<file path="config.mk">
export PLATFORM = sky130hd
export DESIGN_NAME = chassis_intrusion_tracker
export DESIGN_NICKNAME = d
export VERILOG_FILES = /design/src/rtl/cit_pkg.sv /design/src/rtl/cit_edge.sv /design/src/rtl/cit_cmd_dec.sv /design/src/rtl/cit_hist_next.sv /design/src/rtl/cit_resp.sv /design/src/rtl/chassis_intrusion_tracker.sv
export SDC_FILE = /design/constraint.sdc
export NUM_CORES = 1
export LEC_CHECK = 0
export CORE_MARGIN = 2
export CORE_UTILIZATION = 30
export DETAILED_ROUTE_END_ITERATION = 8
export DONT_BUFFER_PORTS = 1
export GPL_TIMING_DRIVEN = 0
export REMOVE_ABC_BUFFERS = 1
export SLEW_MARGIN = 10
export SYNTH_ARGS = -nofsm -noshare
export SYNTH_HDL_FRONTEND = slang
export SYNTH_SLANG_ARGS = --single-unit
</file>
<file path="constraint.sdc">
create_clock -name clk -period 15.7 [get_ports clk]
set_input_delay 3.14 -clock clk [delete_from_list [all_inputs] [get_ports clk]]
set_output_delay 3.14 -clock clk [all_outputs]
set_load 0.1 [all_outputs]
</file>
<file path="src/rtl/cit_pkg.sv">
// Package: shared constants and the per-cycle update action of the
// chassis intrusion tracker. Assumes byte-wide command parameters.
package cit_pkg;

    localparam int BYTE_W = 8;

    // What the command path asks the history update to do this cycle.
    typedef enum logic [1:0] {
        ACT_NONE       = 2'd0,
        ACT_INIT       = 2'd1,
        ACT_CLR_ALL    = 2'd2,
        ACT_CLR_STICKY = 2'd3
    } cit_act_e;

endpackage

</file>
<file path="src/rtl/cit_edge.sv">
// Module: rising-edge detector for the (already debounced) switch input.
// Assumes: the level present during reset is the baseline, so a switch
// that is open while reset is held does not produce an edge.
module cit_edge (
    input  logic clk,
    input  logic rst_n,
    input  logic lvl,
    output logic rise
);

    logic prev_q;

    // Track the previous level; reset loads the current level as baseline.
    always_ff @(posedge clk) begin
        if (!rst_n) prev_q <= lvl;
        else        prev_q <= lvl;
    end

    // Edge is present while the level is high and was low one cycle ago.
    always_comb rise = rst_n && lvl && !prev_q;

    AST_RISE_SINGLE: assert property (@(posedge clk) disable iff (!rst_n)
        rise |=> !rise)
        else $error("two consecutive rising edges reported");

endmodule

</file>
<file path="src/rtl/cit_cmd_dec.sv">
// Module: decodes the storage validity and the host command into one
// update action. Assumes invalid storage outranks every command.
module cit_cmd_dec
    import cit_pkg::*;
#(
    parameter logic [BYTE_W-1:0] CLR_MAGIC = 8'hCE
) (
    input  logic              store_ok,
    input  logic              cmd_valid,
    input  logic              cmd_live,
    input  logic [BYTE_W-1:0] cmd_p0,
    input  logic [BYTE_W-1:0] cmd_p1,
    output cit_act_e          act
);

    // Priority: initialise, full clear, sticky clear, nothing.
    always_comb begin
        act = ACT_NONE;
        if (!store_ok) begin
            act = ACT_INIT;
        end else if (cmd_valid && !cmd_live) begin
            if (cmd_p0 == CLR_MAGIC)  act = ACT_CLR_ALL;
            else if (cmd_p1 != '0)    act = ACT_CLR_STICKY;
        end
    end

endmodule

</file>
<file path="src/rtl/cit_hist_next.sv">
// Module: computes the next contents of the retained history from the
// stored contents, the update action and this cycle's events.
// Assumes: clears happen first and events after them, except during
// initialisation where events are dropped.
module cit_hist_next
    import cit_pkg::*;
#(
    parameter int              CNT_W       = 8,
    parameter logic [BYTE_W-1:0] VALID_MAGIC = 8'hEC
) (
    input  cit_act_e          act,
    input  logic              rise,
    input  logic              main_pwr,
    input  logic              coin_loss,
    input  logic [BYTE_W-1:0] rd_magic,
    input  logic              rd_ever,
    input  logic              rd_coin,
    input  logic [CNT_W-1:0]  rd_total,
    input  logic [CNT_W-1:0]  rd_offcnt,
    output logic [BYTE_W-1:0] nx_magic,
    output logic              nx_ever,
    output logic              nx_coin,
    output logic [CNT_W-1:0]  nx_total,
    output logic [CNT_W-1:0]  nx_offcnt,
    output logic              changed
);

    localparam logic [CNT_W-1:0] CNT_MAX = '1;

    // Increment that stops at the all-ones value.
    function automatic logic [CNT_W-1:0] sat_inc(input logic [CNT_W-1:0] v);
        return (v == CNT_MAX) ? v : v + 1'b1;
    endfunction

    // Apply the clear action, then the events, to the stored fields.
    always_comb begin
        nx_magic  = rd_magic;
        nx_ever   = rd_ever;
        nx_coin   = rd_coin;
        nx_total  = rd_total;
        nx_offcnt = rd_offcnt;
        unique case (act)
            ACT_INIT: begin
                nx_magic  = VALID_MAGIC;
                nx_ever   = 1'b0;
                nx_coin   = 1'b0;
                nx_total  = '0;
                nx_offcnt = '0;
            end
            ACT_CLR_ALL: begin
                nx_ever   = 1'b0;
                nx_coin   = 1'b0;
                nx_total  = '0;
                nx_offcnt = '0;
            end
            ACT_CLR_STICKY: nx_ever = 1'b0;
            default: ;
        endcase
        if (act != ACT_INIT) begin
            if (rise) begin
                nx_ever  = 1'b1;
                nx_total = sat_inc(nx_total);
                if (!main_pwr) nx_offcnt = sat_inc(nx_offcnt);
            end
            if (coin_loss) nx_coin = 1'b1;
        end
    end

    // Flag any difference so that idle cycles do not write the storage.
    always_comb begin
        changed = (nx_magic != rd_magic) || (nx_ever != rd_ever) ||
                  (nx_coin != rd_coin) || (nx_total != rd_total) ||
                  (nx_offcnt != rd_offcnt);
    end

endmodule

</file>
<file path="src/rtl/cit_resp.sv">
// Module: registered response path. Captures either the history fields
// (as stored before the command) or the live switch level.
// Assumes one command per strobe; the response follows one cycle later.
module cit_resp
    import cit_pkg::*;
#(
    parameter int CNT_W = 8
) (
    input  logic               clk,
    input  logic               rst_n,
    input  logic               cmd_valid,
    input  logic               cmd_live,
    input  logic               sw_open,
    input  logic               store_ok,
    input  logic               rd_ever,
    input  logic               rd_coin,
    input  logic [CNT_W-1:0]   rd_total,
    input  logic [CNT_W-1:0]   rd_offcnt,
    output logic               rsp_valid,
    output logic [4*CNT_W-1:0] rsp_data
);

    localparam int RSP_W = 4 * CNT_W;

    logic [RSP_W-1:0] hist_word;

    // Pack the history in field order; invalid storage reads as zero.
    always_comb begin
        hist_word = '0;
        if (store_ok) begin
            hist_word = {rd_offcnt, rd_total,
                         {(CNT_W-1){1'b0}}, rd_coin,
                         {(CNT_W-1){1'b0}}, rd_ever};
        end
    end

    // Register the response for one cycle per command strobe.
    always_ff @(posedge clk) begin
        if (!rst_n) begin
            rsp_valid <= 1'b0;
            rsp_data  <= '0;
        end else begin
            rsp_valid <= cmd_valid;
            if (cmd_valid) begin
                rsp_data <= cmd_live ? RSP_W'(sw_open) : hist_word;
            end
        end
    end

    AST_RSP_FOLLOWS: assert property (@(posedge clk) disable iff (!rst_n)
        cmd_valid |=> rsp_valid)
        else $error("response missing after command");
    AST_RSP_SINGLE: assert property (@(posedge clk) disable iff (!rst_n)
        !cmd_valid |=> !rsp_valid)
        else $error("response without command");
    AST_LIVE_ONLY: assert property (@(posedge clk) disable iff (!rst_n)
        (cmd_valid && cmd_live) |=> (rsp_data == RSP_W'($past(sw_open))))
        else $error("live response carries history");

endmodule

</file>
<file path="src/rtl/chassis_intrusion_tracker.sv">
// Module: top of the chassis intrusion tracker. Reads the retained
// history each cycle, and writes it back whole when it must change.
// Assumes the external retention cell captures wr_* on a clock edge
// where wr_en is high, and that sw_open is already debounced.
module chassis_intrusion_tracker
    import cit_pkg::*;
#(
    parameter int                CNT_W       = 8,
    parameter logic [BYTE_W-1:0] VALID_MAGIC = 8'hEC,
    parameter logic [BYTE_W-1:0] CLR_MAGIC   = 8'hCE
) (
    input  logic               clk,
    input  logic               rst_n,
    input  logic               sw_open,
    input  logic               main_pwr,
    input  logic               coin_loss,
    input  logic               cmd_valid,
    input  logic               cmd_live,
    input  logic [BYTE_W-1:0]  cmd_p0,
    input  logic [BYTE_W-1:0]  cmd_p1,
    output logic               rsp_valid,
    output logic [4*CNT_W-1:0] rsp_data,
    input  logic [BYTE_W-1:0]  rd_magic,
    input  logic               rd_ever,
    input  logic               rd_coin,
    input  logic [CNT_W-1:0]   rd_total,
    input  logic [CNT_W-1:0]   rd_offcnt,
    output logic               wr_en,
    output logic [BYTE_W-1:0]  wr_magic,
    output logic               wr_ever,
    output logic               wr_coin,
    output logic [CNT_W-1:0]   wr_total,
    output logic [CNT_W-1:0]   wr_offcnt
);

    localparam logic [CNT_W-1:0] CNT_MAX = '1;

    logic     store_ok;
    logic     rise;
    logic     changed;
    cit_act_e act;

    // Storage counts as initialised only with the expected validity byte.
    always_comb store_ok = (rd_magic == VALID_MAGIC);

    cit_edge u_edge (
        .clk   (clk),
        .rst_n (rst_n),
        .lvl   (sw_open),
        .rise  (rise)
    );

    cit_cmd_dec #(
        .CLR_MAGIC (CLR_MAGIC)
    ) u_dec (
        .store_ok  (store_ok),
        .cmd_valid (cmd_valid),
        .cmd_live  (cmd_live),
        .cmd_p0    (cmd_p0),
        .cmd_p1    (cmd_p1),
        .act       (act)
    );

    cit_hist_next #(
        .CNT_W       (CNT_W),
        .VALID_MAGIC (VALID_MAGIC)
    ) u_next (
        .act       (act),
        .rise      (rise),
        .main_pwr  (main_pwr),
        .coin_loss (coin_loss),
        .rd_magic  (rd_magic),
        .rd_ever   (rd_ever),
        .rd_coin   (rd_coin),
        .rd_total  (rd_total),
        .rd_offcnt (rd_offcnt),
        .nx_magic  (wr_magic),
        .nx_ever   (wr_ever),
        .nx_coin   (wr_coin),
        .nx_total  (wr_total),
        .nx_offcnt (wr_offcnt),
        .changed   (changed)
    );

    cit_resp #(
        .CNT_W (CNT_W)
    ) u_resp (
        .clk       (clk),
        .rst_n     (rst_n),
        .cmd_valid (cmd_valid),
        .cmd_live  (cmd_live),
        .sw_open   (sw_open),
        .store_ok  (store_ok),
        .rd_ever   (rd_ever),
        .rd_coin   (rd_coin),
        .rd_total  (rd_total),
        .rd_offcnt (rd_offcnt),
        .rsp_valid (rsp_valid),
        .rsp_data  (rsp_data)
    );

    // Write only out of reset and only when a stored field changes.
    always_comb wr_en = rst_n && changed;

    AST_INIT_ONE_CYCLE: assert property (@(posedge clk) disable iff (!rst_n)
        (rd_magic != VALID_MAGIC) |-> (wr_en && wr_magic == VALID_MAGIC &&
            wr_total == '0 && wr_offcnt == '0 && !wr_ever && !wr_coin))
        else $error("invalid storage not initialised");
    AST_NO_OVERFLOW: assert property (@(posedge clk) disable iff (!rst_n)
        (store_ok && rd_total == CNT_MAX &&
         !(cmd_valid && !cmd_live && cmd_p0 == CLR_MAGIC))
        |-> (wr_total == CNT_MAX))
        else $error("total count wrapped");
    AST_STICKY_KEEPS_COUNTS: assert property (@(posedge clk) disable iff (!rst_n)
        (store_ok && cmd_valid && !cmd_live && cmd_p0 != CLR_MAGIC &&
         cmd_p1 != '0 && !rise)
        |-> (wr_total == rd_total && wr_offcnt == rd_offcnt &&
             wr_coin >= rd_coin && !wr_ever))
        else $error("sticky clear touched more than the flag");
    AST_COIN_HOLDS: assert property (@(posedge clk) disable iff (!rst_n)
        (store_ok && rd_coin && !(cmd_valid && !cmd_live && cmd_p0 == CLR_MAGIC))
        |-> wr_coin)
        else $error("coin flag lost without full clear");
    AST_OFF_NEEDS_LOW_PWR: assert property (@(posedge clk) disable iff (!rst_n)
        (store_ok && main_pwr && !(cmd_valid && !cmd_live && cmd_p0 == CLR_MAGIC))
        |-> (wr_offcnt == rd_offcnt))
        else $error("powered-off count moved with power on");

endmodule

</file>
# Word-level counts from Yosys, hierarchy flattened
# Cells that the tools add are included.
[totals]
inputBits = 49
word_cells = 53
register_bits = 34
[classes]
n_eq_ne = 13
add_sub_neg = 2
n_mux = 22
reduce_logical = 13
[ops]
columns = ["op", "n"]
rows = [
  ["$mux W8", 10],
  ["$mux W32", 2],
  ["$eq A8 B8 Y1 const B", 4],
  ["$ne A8 B8 Y1", 3],
  ["$add A8 B1 Y8 const B", 2],
  ["$mux W2", 4],
  ["$reduce_bool A8 Y1", 1],
  ["$mux W1", 6],
  ["$eq A2 B2 Y1 const B", 2],
  ["$logic_and A1 B1 Y1", 4],
  ["$logic_or A1 B1 Y1", 4],
  ["$reduce_or A3 Y1", 1],
  ["$eq A2 B1 Y1 const B", 1],
  ["$logic_not A1 Y1", 2],
  ["$ne A1 B1 Y1", 2],
  ["$ne A2 B1 Y1 const B", 1],
  ["$reduce_or A2 Y1", 1],
]

# Logic depth before layout (Yosys ltp)
# Gate-level depths: netlist of the first run.
[logic_depth]
word_depth = 16
ltp_mapped = 18

# Hierarchy
# From an unflattened synthesis of the first run, not the netlist that was laid out.
[unflattened]
hier_cells = 216
hier_area_um2 = 1778.0
[modules_own_cells]
columns = ["mod", "cells_per_inst", "seq_area_each_um2", "n_inst", "area_each_um2"]
rows = [
  ["cit_hist_next", 138, 0.0, 1, 928.4],
  ["cit_resp", 62, 380.4, 1, 725.7],
  ["cit_cmd_dec", 10, 0.0, 1, 63.8],
  ["chassis_intrusion_tracker", 4, 0.0, 1, 31.3],
  ["cit_edge", 2, 20.0, 1, 28.8],
]

# Worst setup path after synthesis of the first run
# Ideal clock, no wire load.
[synth_path]
kind = "in2out"
from = "in rd_magic[4]"
to = "out wr_en"
setup_slack_ns = 4.472
arrival_ns = 8.088
cell_stages = 17
t_required_ns = 12.560
path_cell_list = "nand4b_1 or4_4 and2b_1 buf_2 buf_2 o21ai_0 ha_1 buf_2 clkbuf_1 nor2b_1 ha_1 and4b_1 buf_2 a211oi_4 mux2_2 a211oi_1 a31oi_1"
[synth_between]
elab_chain_cells = 13
elab_cells_between_ends = 38
[synth_lines]
columns = ["element", "line", "rtl"]
rows = [
  ["start, declared", "chassis_intrusion_tracker.sv:23", "input logic [BYTE_W-1:0] rd_magic,"],
  ["$eq A8 B8 Y1", "chassis_intrusion_tracker.sv:44", "always_comb store_ok = (rd_magic == VALID_MAGIC);"],
  ["$mux W2", "cit_cmd_dec.sv:19", "if (!store_ok) begin"],
  ["$eq A2 B1 Y1 / $eq A2 B2 Y1 (equally long branches)", "cit_hist_next.sv:42", "unique case (act)"],
  ["$reduce_or A2 Y1 (no source line) / $reduce_or A3 Y1 (equally long branches)", "--", ""],
  ["$mux W8 / $mux W1 (equally long branches)", "cit_hist_next.sv:42", ""],
  ["$add A8 B1 Y8 (tied with other cells)", "cit_hist_next.sv:32", "return (v == CNT_MAX) ? v : v + 1'b1;"],
  ["$mux W8 / $mux W1 (equally long branches)", "cit_hist_next.sv:32, cit_hist_next.sv:59", ""],
  ["$mux W8 (tied with other cells)", "cit_hist_next.sv:63", "if (!main_pwr) nx_offcnt = sat_inc(nx_offcnt);"],
  ["$mux W8 (tied with other cells)", "cit_hist_next.sv:60", "if (rise) begin"],
  ["$mux W8 (tied with other cells)", "cit_hist_next.sv:59", "if (act != ACT_INIT) begin"],
  ["$ne A8 B8 Y1 / $logic_or A1 B1 Y1 (equally long branches)", "cit_hist_next.sv:73, cit_hist_next.sv:72", ""],
  ["$logic_or A1 B1 Y1 *", "cit_hist_next.sv:72", "(nx_coin != rd_coin) || (nx_total != rd_total) ||"],
  ["$logic_and A1 B1 Y1 *", "chassis_intrusion_tracker.sv:103", "always_comb wr_en = rst_n && changed;"],
  ["end, declared", "chassis_intrusion_tracker.sv:28", "output logic wr_en,"],
]
# Mark *: on every way between the ends. The rest lies on a longest branch, timed or not.

# Final worst setup path of the first run
[layout_path]
from = "in rd_magic[4]"
to = "out wr_total[5]"
[layout_between]
elab_chain_cells = 9
elab_cells_between_ends = 12
[layout_lines]
columns = ["element", "line", "rtl"]
rows = [
  ["$eq A8 B8 Y1 *", "chassis_intrusion_tracker.sv:44", ""],
  ["$mux W2 *", "cit_cmd_dec.sv:19", ""],
  ["$eq A2 B1 Y1 / $eq A2 B2 Y1 (equally long branches)", "cit_hist_next.sv:42", ""],
  ["$reduce_or A2 Y1 (no source line)", "--", ""],
  ["$mux W8", "cit_hist_next.sv:42", ""],
  ["$add A8 B1 Y8 / $eq A8 B8 Y1 (equally long branches)", "cit_hist_next.sv:32", ""],
  ["$mux W8", "cit_hist_next.sv:32", ""],
  ["$mux W8", "cit_hist_next.sv:60", ""],
  ["$mux W8 *", "cit_hist_next.sv:59", ""],
  ["end, declared", "chassis_intrusion_tracker.sv:32", "output logic [CNT_W-1:0] wr_total,"],
]
# Marks and branches as above.

==> results of run 1 <==
==> how the worst max path moves through the flow <==
stage,end,slack [ps]
after detailed placement,wr_en,3880
final,wr_total[5],4210
after global placement,wr_en,3450
after CTS,wr_en,3870
after floorplan,wr_en,4450
after global routing,wr_total[3],3820
==> cells by family (layout without fill, tap and decap cells) <==
logic type,count (synthesis),after routing,synth area share (%)
buffers and inverters,39,13,11.5
other,1,14,0.193
xor gates and xnor gates,10,10,4.52
and+or+nand+nor,134,134,39.5
muxes,6,6,3.35
DFF,20,20,20.6
AOI/OAI and AO/OA,53,53,17.7
adders and majority gates,4,4,2.58
==> metal layers <==
metal / share of wire (%) / wire length (um)
met3: 10 / 547
met1: 41 / 2250
met2: 48 / 2620
met4: 1.1 / 62
met5: 0 / 0
==> through the flow <==
step                cells  hold slack, ps  utilization [%]
floorplan             249             923                -
global placement      326             943             30.0
detailed placement    327             954             32.0
CTS                   331             969             32.9
global route          331            1070             33.0
finish                331             957             33.0
==> cell type report <==
| cell class | instances | area (sq um) |
|---|---|---|
| Clock buffer | 4 | 55.1 |
| Fill cell | 687 | 4230 |
| Tap cell | 77 | 96.3 |
| Inverter | 8 | 30.0 |
| Multi-Input combinational cell | 221 | 1470 |
| Timing Repair Buffer | 1 | 27.5 |
| Sequential cell | 20 | 400 |
==> worst register-to-register path, cell delays in order, from the launching register on <==
cell     delay [ps]
dfxtp_1        1000
nor2b_1         220
a21oi_1          50
nor2_1          100
==> power by group <==
| group | switching (mW) | internal (mW) |
|---|---|---|
| Sequential | 0.00254 | 0.0511 |
| Combinational | 0.0200 | 0.00347 |
| Clock | 0.0177 | 0.0223 |
==> placed cells by master, fill, tap and decap left out, types with 6 or more instances in the layout <==
| master | n |
|---|---|
| nand3_1 | 6 |
| nor2_1 | 27 |
| inv_1 | 7 |
| nor4_1 | 6 |
| nand2b_1 | 8 |
| o21ai_0 | 8 |
| dfxtp_1 | 20 |
| nor2b_1 | 26 |
| nand2_1 | 19 |
| a21oi_1 | 23 |
| conb_1 | 14 |
==> state kept, by name (all words and copies together) (netlist names) <==
register / cells
u_resp.rsp_data: 18
u_resp.rsp_valid: 1
u_edge.prev_q: 1
==> flow_metrics.env, run 1 <==
export IMPL_status="finished, final reports clean"
export IMPL_grt_max_degree=34
export IMPL_leakage_nw=0.713
export IMPL_post_cts_resized=0
export IMPL_ant_nets=0
export IMPL_crit_buf_inv=0
export IMPL_power_mw=0.117
export IMPL_relSlewSlack_pct=16.2
export IMPL_min_period_over_period_pct=73.2
export IMPL_setup_worst_path_end_class="output pin"
export IMPL_clock_skew_ps=0
export IMPL_cts_hold_buf=0
export IMPL_track_usage_pct=14.8
export IMPL_synth_top_area_share_pct=20.6
export IMPL_drcViolationCount=0
export IMPL_clk_latency_ps=260
export IMPL_use_met3_pct=4.62
export IMPL_syn_area_sq_um=1940
export IMPL_startpoint_type="primary input"
export IMPL_crit_arrival_ps=8350
export IMPL_busiest_layer="met2"
export IMPL_rows=29
export IMPL_antenna_found_initial=0
export IMPL_crit_type="in2out"
export IMPL_first_pass_iters=4
export IMPL_rr_startpoint="u_resp.rsp_data[29]"
export IMPL_place_area_sq_um=2020
export IMPL_use_met2_pct=24.7
export IMPL_synthToLayoutAreaGrowth_pct=7.42
export IMPL_synth_common_cells="32 x nor2_1, 29 x nor2b_1, 23 x a21oi_1"
export IMPL_cts_num_sinks=20
export IMPL_final_max_slew_viol_count=0
export IMPL_drt_total_wl_mm=5.48
export IMPL_hpwl_mm=4.17
export IMPL_peakVddDrop_v=0.0000281
export IMPL_synth_area_leaders="dfxtp_1 21%, nor2b_1 9.4%, nor2_1 6.2%"
export IMPL_cts_setup_buffers=0
export IMPL_cpLargestDelayFamily="simple AND/OR/NAND/NOR gates"
export IMPL_grt_first_pass_wirelength_mm=8.67
export IMPL_num_vias=1815
export IMPL_die_x_um=84.4
export IMPL_path_common_cell="ha_1"
export IMPL_ys_flop_type="dfxtp_1"
export IMPL_fin_crit_ps=11490
export IMPL_fin_tns_setup_ps=0
export IMPL_grt_pass1_vias=1723
export IMPL_cts_root_buf="clkbuf_8"
export IMPL_r2r_cells=3
export IMPL_num_io_pins=109
export IMPL_ys_ff_latch=20
export IMPL_overflow=0
export IMPL_htree_levels=1
export IMPL_powerDensity_nw_per_um2=56.3
export IMPL_drive_gt1_share_pct=15.4
export IMPL_synth_seq_area_share_pct=20.6
export IMPL_drv_cap=0
export IMPL_setup_violations_final=0
export IMPL_initial_core_util_pct=30.7
export IMPL_place_ws_ps=3880
export IMPL_holdCritStartpoint="u_resp.rsp_data[0]"
export IMPL_avgSynthCellArea_sq_um=7.26
export IMPL_min_path_cells=2
export IMPL_fp_dieH_um=84.4
export IMPL_rr_endpoint="u_resp.rsp_data[29]"
export IMPL_hold_end="u_resp.rsp_data[0]"
export IMPL_synth_enable_flop_cells=0
export IMPL_async_flop_share_pct=0
export IMPL_cp_max_fo=33
export IMPL_crit_start="rd_magic[4]"
export IMPL_tightest_slew_ps=1250
export IMPL_path_cells="nand4b_1, or4_4, and2b_1, o21ai_0, ha_1, nor2b_1, ha_1, and4b_1, a21oi_1, nand4_1, xor2_1, nor2_2"
export IMPL_viasPerCell=5.48
export IMPL_die_area_sq_um=7120
export IMPL_cp_depth=12
export IMPL_cts_clk_slew_worst_paths_ps=80
export IMPL_synth_warnings=0
export IMPL_cts_buffers=3
export IMPL_synthCells=267
export IMPL_nets=308
export IMPL_io_buffers=0
export IMPL_gr_usage_met1_pct=18.6
export IMPL_cp_slowest_cell="ha_1"
export IMPL_slowest_delay_ps=1050
export IMPL_rrSetupSlack_ps=14260
export IMPL_fmax_mhz=87.0
export IMPL_hp_class="reg2reg"
export IMPL_synth_most_common_cell="nor2_1"
export IMPL_wl_per_cell_um=16.5
export IMPL_final_cell_area_sq_um=2080
export IMPL_clockBufferDepth=2
export IMPL_drt_iter0_markers=69
export IMPL_place_congestion=0.837
export IMPL_coreArea_sq_um=6310
export IMPL_yosysUniqueCellTypes=51
export IMPL_cts_tree="yes"
export IMPL_rsz0062_at_grt="no"
export IMPL_antenna_cells=0
export IMPL_finalHoldViolCount=0
export IMPL_worstPathRequired_ps=12560
export IMPL_timing_final_ws_setup_ps=4210
export IMPL_yosysTopAreaCell="dfxtp_1"
Power figures use the tool's default switching activity.
==> inputs of run 2 (changes only) <==
--- a/config.mk
+++ b/config.mk
@@ -5,6 +5,7 @@
 export SDC_FILE = /design/constraint.sdc
 export NUM_CORES = 1
 export LEC_CHECK = 0
+export ABC_AREA = 1
 export CORE_MARGIN = 2
 export CORE_UTILIZATION = 30
 export DETAILED_ROUTE_END_ITERATION = 8
==> constraint.sdc (replaced) <==
create_clock -name clk -period 10.84 [get_ports clk]
set_input_delay 2.168 -clock clk [delete_from_list [all_inputs] [get_ports clk]]
set_output_delay 2.168 -clock clk [all_outputs]
set_load 0.1 [all_outputs]
==> run 2 against run 1 <==
Wire length up 0.55%. Non-clock buffer count down 1. Critical path depth increased by 7. Power increased by 39%. Clock skew stayed put. Area after synthesis up 1.1%. Final cell count is 26% higher. Via count is 11% higher. Sequential power rose by 45%. Count of clock-buffer cells in the layout decreased by 1. Worst setup slack worse by 2700 ps. Combinational power up 53%. Largest cell class unchanged.
==> flow_metrics.env, run 2 <==
export IMPL_cts_buffers=3
export IMPL_rsz0062_at_grt="no"
export IMPL_rows=29
export IMPL_clk_latency_ps=250
export IMPL_clockPowerShare_pct=30.3
export IMPL_drt_total_wl_mm=5.51
export IMPL_antenna_cells=0
export IMPL_yosysUniqueCellTypes=30
export IMPL_swShare_pct=37.0
export IMPL_cts_clk_slew_worst_paths_ps=70
export IMPL_overflow=0
export IMPL_powerDensity_nw_per_um2=81.4
export IMPL_setup_violations_final=0
export IMPL_power_switching_mw=0.0603
export IMPL_r2r_cells=1
export IMPL_relSlewSlack_pct=14.3
export IMPL_hpwl_mm=4.43
export IMPL_final_max_slew_viol_count=0
export IMPL_startpoint_type="primary input"
export IMPL_grt_pass1_vias=1764
export IMPL_leakage_nw=0.942
export IMPL_nets=394
export IMPL_top_register="u_resp.rsp_data"
export IMPL_post_cts_resized=0
export IMPL_cp_max_fo=18
export IMPL_synth_warnings=0
export IMPL_final_cell_mix="104 x nand2_1, 44 x inv_1, 37 x nand3_1"
export IMPL_synth_common_cells="104 x nand2_1, 44 x inv_1, 40 x nor2_1"
export IMPL_clock_skew_ps=0
export IMPL_status="finished, final reports clean"
export IMPL_yosysTopAreaCell="dfxtp_1"
export IMPL_synthToLayoutAreaGrowth_pct=2.23
export IMPL_ys_flop_type="dfxtp_1"
export IMPL_layout_commonest_cell="nand2_1"
export IMPL_tightest_slew_ps=1280
export IMPL_drv_cap=0
export IMPL_crit_type="in2out"
export IMPL_grt_max_degree=20
export IMPL_io_buffers=0
export IMPL_min_path_cells=2
export IMPL_wl_per_cell_um=13.2
export IMPL_cts_root_buf="clkbuf_8"
export IMPL_grt_first_pass_wirelength_mm=8.68
export IMPL_first_pass_iters=4
export IMPL_p_seq_share_pct=47.6
export IMPL_peakVddDrop_v=0.0000396
export IMPL_hp_class="reg2reg"
export IMPL_synthCells=345
export IMPL_hold_end="u_resp.rsp_data[8]"
export IMPL_num_vias=2023
export IMPL_cts_num_sinks=20
export IMPL_antenna_found_initial=0
export IMPL_rr_endpoint="u_resp.rsp_data[0]"
export IMPL_clockBufferDepth=2
export IMPL_fmax_mhz=107
export IMPL_finalHoldViolCount=0
export IMPL_cts_setup_buffers=0
export IMPL_post_place_cells=413
export IMPL_viasPerCell=4.86
export IMPL_initial_core_util_pct=30.9
export IMPL_rrSetupSlack_ps=9500
export IMPL_syn_area_sq_um=1960
export IMPL_combPwrFrac_pct=22.1
export IMPL_setup_worst_path_end_class="output pin"
export IMPL_cts_tree="yes"
export IMPL_die_x_um=84.8
export IMPL_num_io_pins=109
export IMPL_drive_gt1_share_pct=10.0
export IMPL_largest_reg_flops=18
export IMPL_fin_tns_setup_ps=0
export IMPL_ys_ff_latch=20
export IMPL_async_flop_share_pct=0
export IMPL_crit_arrival_ps=7190
export IMPL_htree_levels=1
export IMPL_ant_nets=0
export IMPL_worstPathRequired_ps=8670
export IMPL_drt_iter0_markers=105
export IMPL_synth_top_area_share_pct=20.4
export IMPL_stdcell_count=416
export IMPL_die_area_sq_um=7200
export IMPL_coreArea_sq_um=6350
export IMPL_synth_most_common_cell="nand2_1"
export IMPL_reg_largest_list="u_resp.rsp_data (18), u_edge.prev_q (1), u_resp.rsp_valid (1)"
export IMPL_power_mw=0.163
export IMPL_rr_startpoint="u_resp.rsp_data[0]"
export IMPL_track_usage_pct=14.8
export IMPL_avgSynthCellArea_sq_um=5.68
export IMPL_synth_area_leaders="dfxtp_1 20%, nand2_1 20%, nand3_1 9.4%"
export IMPL_place_congestion=0.798
export IMPL_synth_enable_flop_cells=0
export IMPL_holdCritStartpoint="u_resp.rsp_data[8]"
export IMPL_fin_crit_ps=9360
export IMPL_nFillCells=710
export IMPL_drcViolationCount=0
export IMPL_cts_hold_buf=0
export IMPL_min_period_over_period_pct=86.4
export IMPL_synth_seq_area_share_pct=20.4
export IMPL_internal_power_mw=0.103
export IMPL_fp_dieH_um=84.8
## run 2: cell types whose count changed in the layout (fill, tap and decap cells not counted), moves of 5 or more
cell and change:
nand2_1 +85, inv_1 +37, nand3_1 +31, nor2b_1 -26, nor2_1 +9, nand2b_1 -8
nand4_1 +6, nor2_2 +5, o21ai_0 -5
## run 2: layer usage
metal	up-vias	wire (um)	track usage, %
li1	1054	-	-
met1	903	2340	18.4
met2	62	2590	24.1
met3	4	508	4.96
met4	0	67	4.76
met5	-	0	0
## run 2: logic make-up (layout without fill, tap and decap cells)
kind of cell	count (synthesis)	count (layout)	synth area share, %
and+or+nand+nor	217	217	49.6
buffers and inverters	71	52	17.9
AOI/OAI and AO/OA	31	31	8.49
DFF	20	20	20.4
adders and majority gates	4	4	2.55
other	1	14	0.191
xor gates and xnor gates	1	1	0.830
## run 2: power groups by stage
stage	logic (mW)	clock network (mW)	registers (mW)
floorplan	0.0333	0	0.0794
global placement	0.0356	0	0.0794
detailed placement	0.0359	0	0.0795
CTS	0.0360	0.0525	0.0777
global route	0.0383	0.0545	0.0778
finish	0.0360	0.0495	0.0777
## run 2: worst max-delay path, stage by stage
cell	delay (ps)
clkinv_1	410
nor2_1	380
nand2_1	90
clkinv_1	340
nand2_1	140
ha_1	620
nor2_1	140
ha_1	260
nand2_1	120
nor2_1	90
nand3_1	170
nand3_1	820
nor2_1	330
nor2_1	60
nand2_1	70
nor2_1	40
nand2_1	50
nor2_1	50
nor2_2	800
## run 2: area by class of cell
type | count | area, sq um | share of cell area (%)
multi-input combinational | 267 | 1280 | 64.0
clock buffer | 3 | 41.3 | 2.06
tap | 77 | 96.3 | 4.81
sequential | 20 | 400 | 20.0
inverter | 49 | 184 | 9.18
## run 2: worst max path at each step
stage                          from     to  slack [ps]  cells past startpoint
after detailed placement  cmd_valid  wr_en        1470                     21
after CTS                 cmd_valid  wr_en        1450                     21
final                     cmd_valid  wr_en        1480                     19
after global routing      cmd_valid  wr_en         980                     21
after floorplan           cmd_valid  wr_en        1980                     19
after global placement    cmd_valid  wr_en        1010                     19
## run 2: through the flow
step,area [sq um],setup WS (ps),util (%),hold slack (ps)
final,2000,1480,31.6,950
after global routing,2000,981,31.6,971
after CTS,2000,1450,31.6,951
after detailed placement,1960,1470,30.9,939
after global placement,1940,1010,30.5,935
after floorplan,1840,1980,-,919
